[src/rtl/tmr_pkg.sv]
// Package: shared register indices and mode encodings for the countdown timer.
// Assumes an eight-entry word-indexed register space.
package tmr_pkg;

    localparam int unsigned REG_IDX_W = 3;

    typedef enum logic [REG_IDX_W-1:0] {
        RA_RUN   = 3'd0,
        RA_WIDTH = 3'd1,
        RA_MODE  = 3'd2,
        RA_START = 3'd3,
        RA_MASK  = 3'd4,
        RA_FLAG  = 3'd5,
        RA_MFLAG = 3'd6,
        RA_ACK   = 3'd7
    } reg_idx_e;

    typedef enum logic [1:0] {
        MODE_IDLE     = 2'd0,
        MODE_ONESHOT  = 2'd1,
        MODE_REPEAT   = 2'd2,
        MODE_RESERVED = 2'd3
    } mode_e;

endpackage

[src/rtl/tmr_regs.sv]
// Module: register file and bus decode for the countdown timer.
// Holds run, width, mode, start value and mask. The settings are locked
// while the run bit is set. Reads are combinational, writes land on the
// next rising edge. Assumes single-cycle transfers.
module tmr_regs
    import tmr_pkg::*;
#(
    parameter int unsigned DATA_W = 32,
    parameter int unsigned ADDR_W = 3,
    parameter int unsigned WIDTH_W = 3
) (
    input  logic              clk,
    input  logic              rst_n,
    input  logic              sel,
    input  logic              wr,
    input  logic [ADDR_W-1:0] addr,
    input  logic [DATA_W-1:0] wdata,
    input  logic              flag,
    input  logic              oneshot_done,
    output logic [DATA_W-1:0] rdata,
    output logic              run,
    output logic              start,
    output logic              run_ok,
    output logic              repeating,
    output logic [DATA_W-1:0] start_val,
    output logic              mask,
    output logic              ack_clr
);

    localparam logic [WIDTH_W-1:0] WIDTH_FULL = '0;

    logic               in_range;
    reg_idx_e           idx;
    logic               wr_hit;
    logic               rd_hit;
    logic               run_wr, width_wr, mode_wr, start_wr, mask_wr, ack_wr;
    logic [WIDTH_W-1:0] width_q;
    mode_e              mode_q;

    // Decode the address into a register index and check that it is in range.
    always_comb begin
        in_range = ((addr >> REG_IDX_W) == '0);
        idx      = reg_idx_e'(addr[REG_IDX_W-1:0]);
        wr_hit   = sel & wr & in_range;
        rd_hit   = sel & ~wr & in_range;
    end

    // Produce one write strobe per register.
    always_comb begin
        run_wr   = wr_hit && (idx == RA_RUN);
        width_wr = wr_hit && (idx == RA_WIDTH);
        mode_wr  = wr_hit && (idx == RA_MODE);
        start_wr = wr_hit && (idx == RA_START);
        mask_wr  = wr_hit && (idx == RA_MASK);
        ack_wr   = wr_hit && (idx == RA_ACK);
    end

    // Run bit: a single-shot timeout clears it, otherwise software sets it.
    always_ff @(posedge clk) begin
        if (!rst_n) begin
            run <= 1'b0;
        end else if (oneshot_done) begin
            run <= 1'b0;
        end else if (run_wr) begin
            run <= wdata[0];
        end
    end

    // Settings registers: written only while the timer is stopped.
    always_ff @(posedge clk) begin
        if (!rst_n) begin
            width_q   <= '0;
            mode_q    <= MODE_IDLE;
            start_val <= '0;
        end else if (!run) begin
            if (width_wr) width_q   <= wdata[WIDTH_W-1:0];
            if (mode_wr)  mode_q    <= mode_e'(wdata[1:0]);
            if (start_wr) start_val <= wdata;
        end
    end

    // Mask register: writable at any time.
    always_ff @(posedge clk) begin
        if (!rst_n) begin
            mask <= 1'b0;
        end else if (mask_wr) begin
            mask <= wdata[0];
        end
    end

    // Control pulses and decoded settings for the counter and the flag.
    always_comb begin
        start     = run_wr & wdata[0] & ~run;
        ack_clr   = ack_wr & wdata[0];
        run_ok    = (width_q == WIDTH_FULL) &&
                    ((mode_q == MODE_ONESHOT) || (mode_q == MODE_REPEAT));
        repeating = (mode_q == MODE_REPEAT);
    end

    // Read multiplexer.
    always_comb begin
        rdata = '0;
        if (rd_hit) begin
            case (idx)
                RA_RUN:   rdata[0] = run;
                RA_WIDTH: rdata[WIDTH_W-1:0] = width_q;
                RA_MODE:  rdata[1:0] = mode_q;
                RA_START: rdata = start_val;
                RA_MASK:  rdata[0] = mask;
                RA_FLAG:  rdata[0] = flag;
                RA_MFLAG: rdata[0] = flag & mask;
                RA_ACK:   rdata = '0;
                default:  rdata = '0;
            endcase
        end
    end

    assert_run_drops_R3: assert property (@(posedge clk) disable iff (!rst_n)
        oneshot_done |=> !run);

    assert_start_locked_R6: assert property (@(posedge clk) disable iff (!rst_n)
        (run && start_wr) |=> $stable(start_val));

    assert_mode_locked_R6: assert property (@(posedge clk) disable iff (!rst_n)
        (run && mode_wr) |=> $stable(mode_q));

endmodule

[src/rtl/tmr_down.sv]
// Module: down-counter core. Loads on the start pulse and steps down
// while enabled. A zero count with the counter enabled is a timeout;
// repeating mode then reloads. Assumes the settings stay stable while
// run is high.
module tmr_down #(
    parameter int unsigned DATA_W = 32
) (
    input  logic              clk,
    input  logic              rst_n,
    input  logic              run,
    input  logic              start,
    input  logic              run_ok,
    input  logic              repeating,
    input  logic [DATA_W-1:0] start_val,
    output logic              tmo,
    output logic              oneshot_done
);

    logic [DATA_W-1:0] cnt_q;
    logic              active;
    logic              at_zero;

    // Detect a timeout: the counter is enabled and the count has reached zero.
    always_comb begin
        active       = run & run_ok;
        at_zero      = (cnt_q == '0);
        tmo          = active & at_zero;
        oneshot_done = tmo & ~repeating;
    end

    // Count register: load on start, reload or hold at zero, otherwise decrement.
    always_ff @(posedge clk) begin
        if (!rst_n) begin
            cnt_q <= '0;
        end else if (start) begin
            cnt_q <= start_val;
        end else if (active) begin
            if (at_zero) begin
                if (repeating) cnt_q <= start_val;
            end else begin
                cnt_q <= cnt_q - 1'b1;
            end
        end
    end

    assert_decrement_R2: assert property (@(posedge clk) disable iff (!rst_n)
        (active && !start && cnt_q != '0) |=> (cnt_q == $past(cnt_q) - 1'b1));

    assert_restart_load_R10: assert property (@(posedge clk) disable iff (!rst_n)
        start |=> (cnt_q == $past(start_val)));

    assert_reload_R4: assert property (@(posedge clk) disable iff (!rst_n)
        (tmo && repeating) |=> (cnt_q == $past(start_val)));

    assert_frozen_R10: assert property (@(posedge clk) disable iff (!rst_n)
        (!run && !start) |=> $stable(cnt_q));

endmodule

[src/rtl/tmr_flag.sv]
// Module: sticky timeout flag with write-one-to-clear and masking.
// A timeout takes priority over a clear in the same cycle.
module tmr_flag (
    input  logic clk,
    input  logic rst_n,
    input  logic tmo,
    input  logic ack_clr,
    input  logic mask,
    output logic flag,
    output logic irq
);

    // Flag register: set on a timeout, cleared on acknowledge.
    always_ff @(posedge clk) begin
        if (!rst_n) begin
            flag <= 1'b0;
        end else if (tmo) begin
            flag <= 1'b1;
        end else if (ack_clr) begin
            flag <= 1'b0;
        end
    end

    // Interrupt line: the flag gated by the mask.
    always_comb irq = flag & mask;

    assert_set_wins_R9: assert property (@(posedge clk) disable iff (!rst_n)
        tmo |=> flag);

    assert_ack_clears_R8: assert property (@(posedge clk) disable iff (!rst_n)
        (ack_clr && !tmo) |=> !flag);

    assert_flag_sticky_R7: assert property (@(posedge clk) disable iff (!rst_n)
        (!tmo && !ack_clr) |=> $stable(flag));

endmodule

[src/rtl/countdown_timer.sv]
// Module: top level of the register-programmed countdown timer.
// Connects the register file, the down-counter and the timeout flag.
// Assumes a single-cycle synchronous register bus.
module countdown_timer
    import tmr_pkg::*;
#(
    parameter int unsigned DATA_W = 32,
    parameter int unsigned ADDR_W = REG_IDX_W,
    parameter int unsigned WIDTH_W = 3
) (
    input  logic              clk,
    input  logic              rst_n,
    input  logic              bus_sel,
    input  logic              bus_wr,
    input  logic [ADDR_W-1:0] bus_addr,
    input  logic [DATA_W-1:0] bus_wdata,
    output logic [DATA_W-1:0] bus_rdata,
    output logic              irq
);

    logic              run, start, run_ok, repeating, mask, ack_clr;
    logic              tmo, oneshot_done, flag;
    logic [DATA_W-1:0] start_val;

    tmr_regs #(
        .DATA_W (DATA_W),
        .ADDR_W (ADDR_W),
        .WIDTH_W(WIDTH_W)
    ) u_regs (
        .clk         (clk),
        .rst_n       (rst_n),
        .sel         (bus_sel),
        .wr          (bus_wr),
        .addr        (bus_addr),
        .wdata       (bus_wdata),
        .flag        (flag),
        .oneshot_done(oneshot_done),
        .rdata       (bus_rdata),
        .run         (run),
        .start       (start),
        .run_ok      (run_ok),
        .repeating   (repeating),
        .start_val   (start_val),
        .mask        (mask),
        .ack_clr     (ack_clr)
    );

    tmr_down #(
        .DATA_W(DATA_W)
    ) u_down (
        .clk         (clk),
        .rst_n       (rst_n),
        .run         (run),
        .start       (start),
        .run_ok      (run_ok),
        .repeating   (repeating),
        .start_val   (start_val),
        .tmo         (tmo),
        .oneshot_done(oneshot_done)
    );

    tmr_flag u_flag (
        .clk    (clk),
        .rst_n  (rst_n),
        .tmo    (tmo),
        .ack_clr(ack_clr),
        .mask   (mask),
        .flag   (flag),
        .irq    (irq)
    );

    assert_no_tmo_when_invalid_R5: assert property (@(posedge clk) disable iff (!rst_n)
        !run_ok |=> $stable(flag) || !flag);

endmodule

[config.mk]
export PLATFORM = sky130hd
export DESIGN_NAME = countdown_timer
export DESIGN_NICKNAME = d
export VERILOG_FILES = /design/src/rtl/tmr_pkg.sv /design/src/rtl/tmr_regs.sv /design/src/rtl/tmr_down.sv /design/src/rtl/tmr_flag.sv /design/src/rtl/countdown_timer.sv
export SDC_FILE = /design/constraint.sdc
export NUM_CORES = 1
export LEC_CHECK = 0
export BUFFER_PORTS_ARGS = -buffer_cell sky130_fd_sc_hd__buf_2
export CORE_MARGIN = 2
export CORE_UTILIZATION = 52
export CTS_BUF_LIST = sky130_fd_sc_hd__clkbuf_4 sky130_fd_sc_hd__clkbuf_8
export DETAILED_ROUTE_END_ITERATION = 8
export PLACE_DENSITY_LB_ADDON = 0.05
export SLEW_MARGIN = 20
export SYNTH_ARGS = -nofsm -noshare
export SYNTH_HDL_FRONTEND = slang
export SYNTH_SLANG_ARGS = --single-unit
[constraint.sdc]
create_clock -name clk -period 2.4 [get_ports clk]
set_clock_uncertainty 0.15 [all_clocks]
set_input_delay 0.24 -clock clk [delete_from_list [all_inputs] [get_ports clk]]
set_output_delay 0.24 -clock clk [all_outputs]
set_load 0.01 [all_outputs]
# Yosys cells after proc, flatten, opt, wreduce, memory -nomap -nowiden
# Cells that the tools add are included.
totals:
  regBits: 72
  in_bits: 39
  output_inout_bits: 33
  wordCells: 60
op_classes:
  addsub: 1
  eq_ne: 10
  n_mux: 11
  bitwise: 13
  n_reduce_logical: 18
op_table:
  columns: ["cell", "count"]
  rows:
  - ["2-to-1 mux 32 bit", 5]
  - ["zero test 32 bit", 1]
  - ["subtractor 32 x 1 -> 32 bit (second input constant)", 1]
  - ["2-to-1 mux 29 bit", 1]
  - ["equality test 3 bit (second input constant)", 4]
  - ["AND 1 bit", 9]
  - ["case mux 1 bit (8 select lines)", 1]
  - ["AND reduction 2 bit", 4]
  - ["logical AND 1 bit", 7]
  - ["equality test 3 x 2 -> 1 bit (second input constant)", 2]
  - ["zero test 3 bit", 2]
  - ["NOT 1 bit", 4]
  - ["nonzero test 2 bit", 2]
  - ["equality test 3 x 1 -> 1 bit (second input constant)", 1]
  - ["inequality test 3 x 2 -> 1 bit (second input constant)", 1]
  - ["case mux 1 bit (3 select lines)", 1]
  - ["equality test 2 x 1 -> 1 bit (second input constant)", 1]
  - ["equality test 2 bit (second input constant)", 1]
  - ["2-to-1 mux 1 bit", 2]
  - ["case mux 1 bit (2 select lines)", 1]
  - ["OR reduction 2 bit", 1]
  - ["logical OR 1 bit", 1]

# Logic depth before layout (Yosys ltp)
logic_depth:
  word_depth: 7
  depth_mapped: 11
  depth_no_buf: 8

# Hierarchy
# A second synthesis with hierarchy kept.
hier_totals:
  hier_cells: 527
  hier_area_um2: 4068.9
modules_own_cells:
  columns: ["module", "n_inst", "cells_each", "area_each_um2", "seq_area_each_um2"]
  rows:
  - ["tmr_down", 1, 281, 2090.8, 640.6]
  - ["tmr_regs", 1, 242, 1929.4, 780.7]
  - ["tmr_flag", 1, 4, 48.8, 20.0]

# Worst setup path after synthesis
# Ideal clock, no wire load.
synth_path:
  path_kind: "reg2reg"
  startpoint: "register u_down.cnt_q[0]"
  endpoint: "register u_down.cnt_q[12]"
  setup_time_ns: 0.122
  arrival_ns: 2.099
  t_required_ns: 2.128
  path_slack_ns: 0.029
  stages_incl_launch_ff: 12
  path_buffers: 3
  period_less_slack_ns: 2.371
  cell_sequence: "dfxtp_1 inv_1 ha_1 nor2b_1 and3_1 clkbuf_1 and3_1 buf_4 nor2_2 buf_2 mux2i_1 o22ai_1"
synth_between:
  elab_chain_cells: 4
  word_cells_on_any_way: 7
  classes_between: "1 x add/sub; 1 x eq/ne; 3 x mux; 2 x reduce/logical"
synth_rtl:
  columns: ["item", "line", "rtl"]
  rows:
  - ["from (decl)", "tmr_down.sv:19", "logic [DATA_W-1:0] cnt_q;"]
  - ["from (signal assigned)", "tmr_down.sv:36", "cnt_q <= start_val;"]
  - ["from (signal assigned)", "tmr_down.sv:39", "if (repeating) cnt_q <= start_val;"]
  - ["from (signal assigned)", "tmr_down.sv:41", "cnt_q <= cnt_q - 1'b1;"]
  - ["subtractor 32 x 1 -> 32 bit or zero test 32 bit (tied branches)", "tmr_down.sv:41, tmr_down.sv:26", null]
  - ["2-to-1 mux 32 bit", "tmr_down.sv:38", "if (at_zero) begin"]
  - ["2-to-1 mux 32 bit", "tmr_down.sv:37", "end else if (active) begin"]
  - ["2-to-1 mux 32 bit", "tmr_down.sv:35", "end else if (start) begin"]
# Several ways; a longest one is shown, not always the timed one. The select of a mux whose other input is x is not followed.
# A chain may end at the register's enable or synchronous reset.

# Worst setup path after layout
layout_path:
  startpoint: "register u_down.cnt_q[11]"
  endpoint: "register u_down.cnt_q[17]"
# Same word-level chain as after synthesis.

==> metrics.txt <==
grt total ovfl 0; max_cap viols 0; fin area 5420 um2; via/cell ratio 5.93; CTS buffer count 9; WL per Instance 16.9 um; sequential power share 51.4%; ys flop type dfxtp_1; final setup margin 36.2 ps; critical path class register to register; # nets final 706; core footprint 7610 um2; Antenna Cells 0; later-pin clock latency in the skew report 360 ps; die area 8480 um2; RSZ-0062 raised after global routing yes; CTS H-tree lvls 3; Yosys cell types 57; final hold violation count 1; HPWL reported at the end of detailed placement 8960 um; Routed Antenna Nets 0; EDFF count, synth 0; syn_area_per_cell 7.68 um2; TritonCTS clock tree done; combinational power share 7.3%; crit end category register; CP max FO 3; first-pass GRT wire length 20,900 um; Max Root-Sink Buffers 2; WHS -0.249 ps; internal power 1.79 mW; fin crit period 2360 ps; GRT met3 Usage 4.77%; failing checks hold timing; Area Overhead vs Synth 34.2%; Initial Util 53.0%; total power draw 2.35 mW; most frequent cells in the layout nand2_1 (103), buf_2 (71), dfxtp_1 (68); Worst Path Arrival 2470 ps; RePlAce Congestion 0.947; NetSw 0.562 mW; placed instance area 4850 um2; synthesized area 4030 um2; routed wire length 13,000 um; largest net degree at the start of global routing 69; CTS clk-pin slew, worst paths 80 ps; num rows 32; Yosys reg bits 72; die height 92.1 um; met2 Resource Use GR 52.1%; initial antenna violation count 0; most common cell after layout, fill and taps aside nand2_1; DRC Markers 0; final max-slew violation count 0; dpl cells 725; worst endpoint required time 2510 ps; register area share after synthesis 35.7%; DIE WIDTH 92.1 um; CTS sink cnt 72; final worst path period share 98.5%; met1 Use GR 40.5%; Gate Count Post-Synth 525; syn nets 567; Least-Margin Pin Slew 636 ps; Buffers on Ports 71; Worst setup SP type register; vias in the first global route 4,255; GR peak layer met2; CTS Root Cell clkbuf_8; total track usage 30.7%; Switching Fraction 23.9%; power per cell area 435 nW/um2; router iterations before antenna repair 5; status finished with violations; Synth async-reset ratio 0%; Pleak 2.24 nW; Yosys warnings 0; f_max 423 MHz; I/O pin count 72; clock power share 41.3%; Worst Hold Class primary input to register; Slew HR 57.6%; layout cell share with drive strength beyond 1 27.5%; via count 4,568; Worst VDD drop 0.298 mV; Post-Layout Cell Count 770; final setup vio count 0; setup TNS 0 ps; initial DRC count 316; pre-CTS setup slack 21.8 ps
## power groups by stage
stage	registers (mW)	logic, mW	clock network [mW]
6_report	1.21	0.173	0.972
5_1_grt	1.21	0.188	1.03
4_1_cts	1.21	0.167	0.978
3_5_place_dp	1.24	0.134	0
3_3_place_gp	1.24	0.132	0
2_1_floorplan	1.23	0.0705	0
## Yosys cell counts, types with 2 or more instances
cell / n / area share [%]
nand2_1: 104 / 9.7
dfxtp_1: 72 / 36
a21boi_0: 40 / 7.4
and2_1: 32 / 5.0
a21oi_1: 27 / 3.3
clkbuf_1: 27 / 2.5
nand3_1: 22 / 2.7
o21ai_0: 19 / 2.4
nor2_1: 17 / 1.6
nor3_1: 17 / 2.1
nor4_1: 15 / 2.3
o22ai_1: 13 / 2.0
mux2i_1: 9 / 2.2
buf_2: 8 / 0.99
and3_1: 7 / 1.1
inv_1: 7 / 0.65
or3_1: 7 / 1.1
o311ai_0: 6 / 1.3
and4_1: 5 / 1.1
nand4_1: 5 / 0.78
a31oi_1: 4 / 0.62
a32o_1: 4 / 0.99
nor2b_1: 4 / 0.62
o21a_1: 4 / 0.74
or4_1: 4 / 0.74
a22oi_1: 3 / 0.56
ha_1: 3 / 0.93
nand2b_1: 3 / 0.47
nor4b_1: 3 / 0.65
a211oi_1: 2 / 0.37
mux2_2: 2 / 0.56
o211ai_1: 2 / 0.37
o221a_2: 2 / 0.56
o31a_1: 2 / 0.43
or2_2: 2 / 0.31
## per-stage QoR
step | hold WS [ps] | util, %
2_1_floorplan | 235 | -
3_3_place_gp | 320 | 63.7
3_5_place_dp | 322 | 63.7
4_1_cts | 1.57 | 69.8
5_1_grt | 13.2 | 71.2
6_report | -0.249 | 71.2
## cell families (layout without fill, tap and decap cells)
logic type | count (synthesis) | count (layout) | synth area share, %
buf+inv | 43 | 186 | 4.34
compound gates | 138 | 138 | 23.2
fa+ha+maj | 3 | 3 | 0.931
xor+xnor | 1 | 1 | 0.217
simple gates | 257 | 257 | 32.8
mux | 11 | 11 | 2.79
flops | 72 | 72 | 35.7
## repair_timing
| item | 4_1_cts | 5_1_grt |
|---|---|---|
| buffers inserted | 0 | 3 |
| endpoints found under the hold margin | 27 | 0 |
| setup endpoints to repair | 0 | 32 |
| hold buffers | 27 | 0 |
| gates resized for setup | 0 | 23 |
## critical path, cell delays in order (launching register included)
cell and delay, ps:
dfxtp_2 340, or4_4 550, nor3_4 230, nand4_2 140
or3_4 350, or3_1 350, o2111a_1 140
## routing by layer
metal | share of wire [%] | vias up
met4 | 2.1 | 0
met5 | 0 | -
met1 | 43 | 2164
met3 | 6.5 | 29
met2 | 48 | 202
li1 | - | 2173
## sequential cells by signal, indices dropped and copies added (netlist names)
name,count
u_down.cnt_q,32
u_regs.start_val,32
u_regs.width_q,3
u_regs.mode_q,2
u_flag.flag,1
u_regs.mask,1
u_regs.run,1
## cell type report
type	count	area, um2
Timing Repair Buffer	164	1120
Sequential cell	72	1450
Tap cell	102	128
Multi-Input combinational cell	410	2490
Fill cell	643	2190
Inverter	7	26.3
Clock buffer	10	138
Clock inverter	5	57.6
## final timing paths
check | slack, ps | start | depth (start not counted) | to
hold / removal | -0.2 | bus_wdata[14] | 3 | u_regs.start_val[14]$_SDFFE_PN0P_
hold reg to reg | 330 | u_regs.mask$_SDFFE_PN0P_ | 2 | u_regs.mask$_SDFFE_PN0P_
setup reg to reg | 40 | u_down.cnt_q[11]$_SDFFE_PN0P_ | 6 | u_down.cnt_q[17]$_SDFFE_PN0P_
setup / recovery | 40 | u_down.cnt_q[11]$_SDFFE_PN0P_ | 6 | u_down.cnt_q[17]$_SDFFE_PN0P_
No activity file was read; power rests on OpenSTA's default activity.
